===== src/rtl/descr_pkg.sv =====
`timescale 1ns/1ps
package descr_pkg;
  // Default recursion order: three delay stages and three feedback taps.
  localparam int unsigned DEFAULT_ORDER = 3;
endpackage


===== src/rtl/descr_delay_line.sv =====
`timescale 1ns/1ps
module descr_delay_line #(
  parameter int unsigned DEPTH = descr_pkg::DEFAULT_ORDER
) (
  input  logic clk,
  input  logic rst,
  input  logic adv,
  input  logic din,
  output logic tap
);
  logic [DEPTH-1:0] line_q;

  generate
    if (DEPTH == 1) begin : g_single
      always_ff @(posedge clk) begin
        if (rst)      line_q <= '0;
        else if (adv) line_q <= din;
      end
    end else begin : g_multi
      always_ff @(posedge clk) begin
        if (rst)      line_q <= '0;
        else if (adv) line_q <= {line_q[DEPTH-2:0], din};
      end
    end
  endgenerate

  // Oldest accepted bit leaves the far end of the line.
  assign tap = line_q[DEPTH-1];

  AST_LINE_FROZEN: assert property (@(posedge clk) disable iff (rst)
    !adv |=> $stable(line_q));
endmodule


===== src/rtl/descr_fb_sum.sv =====
`timescale 1ns/1ps
module descr_fb_sum #(
  parameter int unsigned ORDER = descr_pkg::DEFAULT_ORDER
) (
  input  logic             tap,
  input  logic [ORDER-1:0] coef,
  input  logic [ORDER-1:0] hist,
  output logic             y_next
);
  logic [ORDER-1:0] gated;

  generate
    for (genvar i = 0; i < ORDER; i++) begin : g_tap
      assign gated[i] = coef[i] & hist[i];
    end
  endgenerate

  // Modulo-2 sum: subtraction of feedback terms is the same XOR.
  assign y_next = tap ^ (^gated);
endmodule


===== src/rtl/descr_out_history.sv =====
`timescale 1ns/1ps
module descr_out_history #(
  parameter int unsigned ORDER = descr_pkg::DEFAULT_ORDER
) (
  input  logic             clk,
  input  logic             rst,
  input  logic             adv,
  input  logic             y_next,
  output logic [ORDER-1:0] hist,
  output logic             dout
);
  logic [ORDER-1:0] hist_q;

  generate
    if (ORDER == 1) begin : g_single
      always_ff @(posedge clk) begin
        if (rst)      hist_q <= '0;
        else if (adv) hist_q <= y_next;
      end
    end else begin : g_multi
      always_ff @(posedge clk) begin
        if (rst)      hist_q <= '0;
        else if (adv) hist_q <= {hist_q[ORDER-2:0], y_next};
      end
    end
  endgenerate

  assign hist = hist_q;
  assign dout = hist_q[0];

  AST_RESET_CLEARS: assert property (@(posedge clk) disable iff (rst)
    $past(rst) |-> (hist_q == '0));

  AST_HISTORY_HOLDS: assert property (@(posedge clk) disable iff (rst)
    !adv |=> $stable(hist_q));
endmodule


===== src/rtl/gf2_feedback_descrambler.sv =====
`timescale 1ns/1ps
module gf2_feedback_descrambler #(
  parameter int unsigned ORDER = descr_pkg::DEFAULT_ORDER
) (
  input  logic             clk,
  input  logic             rst,
  input  logic             valid_i,
  input  logic             din_i,
  input  logic [ORDER-1:0] coef_i,
  output logic             dout_o
);
  logic             tap_w;
  logic             y_next_w;
  logic [ORDER-1:0] hist_w;

  descr_delay_line #(.DEPTH(ORDER)) u_delay (
    .clk (clk),
    .rst (rst),
    .adv (valid_i),
    .din (din_i),
    .tap (tap_w)
  );

  descr_fb_sum #(.ORDER(ORDER)) u_sum (
    .tap    (tap_w),
    .coef   (coef_i),
    .hist   (hist_w),
    .y_next (y_next_w)
  );

  descr_out_history #(.ORDER(ORDER)) u_hist (
    .clk    (clk),
    .rst    (rst),
    .adv    (valid_i),
    .y_next (y_next_w),
    .hist   (hist_w),
    .dout   (dout_o)
  );

  AST_RECURSION_STEP: assert property (@(posedge clk) disable iff (rst)
    valid_i |=> dout_o == ($past(tap_w) ^ (^($past(coef_i) & $past(hist_w)))));

  AST_PLAIN_DELAY: assert property (@(posedge clk) disable iff (rst)
    (valid_i && coef_i == '0) |=> dout_o == $past(tap_w));

  AST_IDLE_OUTPUT: assert property (@(posedge clk) disable iff (rst)
    !valid_i |=> $stable(dout_o));
endmodule


===== config.mk =====
export PLATFORM = sky130hd
export DESIGN_NAME = gf2_feedback_descrambler
export DESIGN_NICKNAME = d
export VERILOG_FILES = /design/src/rtl/descr_pkg.sv /design/src/rtl/descr_delay_line.sv /design/src/rtl/descr_fb_sum.sv /design/src/rtl/descr_out_history.sv /design/src/rtl/gf2_feedback_descrambler.sv
export SDC_FILE = /design/constraint.sdc
export NUM_CORES = 1
export LEC_CHECK = 0
export ABC_AREA = 1
export CORE_AREA = 2 2 39 41
export DETAILED_ROUTE_END_ITERATION = 16
export DIE_AREA = 0 0 41 43
export GPL_TIMING_DRIVEN = 0
export MAX_ROUTING_LAYER = met4
export PLACE_DENSITY = 0.42
export SYNTH_ARGS = -nofsm -noshare
export SYNTH_HDL_FRONTEND = slang
export SYNTH_SLANG_ARGS = --single-unit

===== constraint.sdc =====
create_clock -name clk -period 1.1 [get_ports clk]
set_input_delay 0.165 -clock clk [delete_from_list [all_inputs] [get_ports clk]]
set_output_delay 0.165 -clock clk [all_outputs]
set_load 0.05 [all_outputs]

==> qor.txt <==
Status - finished, final reports clean
Final hold vios - 0
Port bufs - 7
Crit path largest cell delay - 0.33 ns
Nets - 59
Post-Synthesis Cells - 40
Fillers - 150
Mapped Area - 273 um2
Main combinational cell family by area after synthesis - simple AND/OR/NAND/NOR gates
CP bufs+invs - 1
Sink Count - 6
Initial drt markers - 6
Max-cap viol count - 0
Final WL - 543 um
Final setup skew - 0.00257 ns
Sw Ratio - 24.7%
Crit-path leading delay family - flip-flops
Slowest-stage cell, CP - dfxtp_2
Cell area power density - 1360 mW/mm2
Worst-path cell chain - buf_2
Mux contribution to synthesized area - 0%
Final HPWL DP - 417 um
Crit Path Class - reg -> out
Cell area after layout - 382 um2
First-pass DRT Iterations - 2
Comb power frac - 15.5%
Power Total - 0.519 mW
CTS buffer count - 3
Yosys Warn Count - 0
GRT Util Overall - 8.95%
Initial Util - 19.7%
Core Area - 0.00138 mm2
Syn Nets - 47
GP Congestion - 0.657
Cell count after placement - 63
Relative slew margins - 82.7%
Final setup violation count - 0
Hold wc startpoint - u_delay.line_q[1]
Initial antenna violation count - 0
Crit path launch type - flip-flop
DRC violations left - 0
Die ar. - 0.00176 mm2
Crit. Startpoint - u_hist.hist[0]
Minimum clock period - 0.996 ns
Final period util - 90.5%
Synth Register Bits - 6
Via density - 4.02
Vias post-DR - 265
Synth Area in Simple Gates - 30.3%
Detail Route Antenna Nets - 0
Switch Pwr - 0.128 mW
TritonCTS clock tree - yes
Die Span Y - 43 um
Post-synthesis adder-cell area fraction - 0%
Crit-path max FO - 3
RSZ-0062 raised after global routing - false
Hold Crit Class - reg -> reg
Slew Viols, Final - 0
Core Util, Final - 27.6%
Leakage - 0.180 nW
Unique masters post-synth - 10
Top Ports - 8
Clock transition at path regs - 0.05 ns
Part of the power in registers - 45.8%
Final std cells w/o fill - 66
Element type at the critical path end - primary output
Grt total ovfl - 0
Antenna diode instance count - 0
FF-to-FF Start - u_hist.hist[1]
Max IR drop VDD - 0.530 mV
Xor/xnor share of the synthesized area - 0%
Part of the power in the clock network - 38.7%
Clock latency on the worst-skew pair - 0.24 ns
CTS H-tree depth - 1
CP Data Arrival Time - 0.83 ns
Fmax - 1.00 GHz
Max Buffers Root-to-Sink - 2
Root buffer cell - clkbuf_4
Share of post-route cells with drive strength above 1 - 16.0%
Mean post-synth cell area - 6.82 um2
Synth Area in Compound Gates - 16.1%
Sequential share of the synthesized area - 44.0%
Req. time, crit path - 0.94 ns
Largest net degree at the start of global routing - 8
Die width - 41 um
Drt wl/cell - 8.23 um
Row cnt - 14
Worst-margin pin slew - 0.258 ns
Vias in the first global route - 238
Global-route wire length before repair - 924 um
Hold Buf Count CTS - 0
Internal - 0.391 mW
Setup TNS - 0 ns
Area after DPL - 364 um2
Area Growth Syn to Fin - 39.9%
layer usage:
layer | up-vias | GRT usage, % | share of wire, %
li1 | 145 | - | -
met2 | 5 | 10.6 | 41
met4 | 0 | 12.0 | 3.5
met5 | - | - | 0
met1 | 113 | 9.32 | 51
met3 | 2 | 3.14 | 4.2
power groups by stage:
| stage | combinational [mW] | clock, mW | sequential (mW) |
|---|---|---|---|
| 6_report | 0.0807 | 0.201 | 0.238 |
| 5_1_grt | 0.0898 | 0.233 | 0.240 |
| 4_1_cts | 0.0818 | 0.212 | 0.238 |
| 3_5_place_dp | 0.0840 | 0 | 0.242 |
| 3_3_place_gp | 0.0839 | 0 | 0.242 |
| 2_1_floorplan | 0.0349 | 0 | 0.250 |
cell families (layout without fill, tap and decap cells):
kind of cell / Yosys count / in the layout
AO/OA/AOI/OAI: 6 / 6
buffers and inverters: 7 / 17
flip-flops: 6 / 6
AND/OR/NAND/NOR: 21 / 21
stage by stage:
stage | setup WS (ns) | hold WS (ns)
final | 0.104 | 0.461
after global routing | 0.0470 | 0.476
after CTS | 0.0862 | 0.462
after detailed placement | -0.184 | 0.456
after global placement | -0.184 | 0.454
after floorplan | 0.0808 | 0.234
path summary, 6_finish.rpt:
path / end / slack [ns] / depth (start not counted)
setup / recovery: dout_o / 0.10 / 1
hold / removal: u_delay.line_q[1] / 0.46 / 2
setup reg to reg: u_hist.hist[0] / 0.18 / 7
hold reg to reg: u_delay.line_q[1] / 0.46 / 2
cell usage after synthesis:
cell / n / area, um2
a211oi_1: 1 / 7.51
a211oi_2: 1 / 12.5
a21oi_1: 3 / 15.0
a21oi_2: 1 / 8.76
dfxtp_1: 6 / 120
inv_1: 6 / 22.5
inv_2: 1 / 3.75
nand2_1: 16 / 60.1
nand3_1: 3 / 15.0
nor2_1: 2 / 7.51
final cells by class:
class                           instances  area [um2]  area share [%]
Sequential cell                         6         121            31.8
Timing Repair Buffer                    7        65.1            17.0
Inverter                                7        26.3            6.89
Clock buffer                            3        22.5            5.90
Tap cell                               16        20.0            5.25
Multi-Input combinational cell         27         126            33.1
flip-flops by register name, indices dropped and copies added, names as in the netlist:
name            cells
u_delay.line_q      3
u_hist.hist         3
repair_timing:
action                                  in CTS  in global routing
resized for setup                            5                  0
endpoints found under the setup margin       1                  0
setup buffers                                0                  0
cells in the final DEF, fill, tap and decap left out, drive strengths merged:
master,n
buf,1
inv,7
nand3,3
dfxtp,6
a21oi,4
clkdlybuf4s50,6
nand2,16
a211oi,2
clkbuf,3
nor2,2
(Power assumes the default switching activity.)
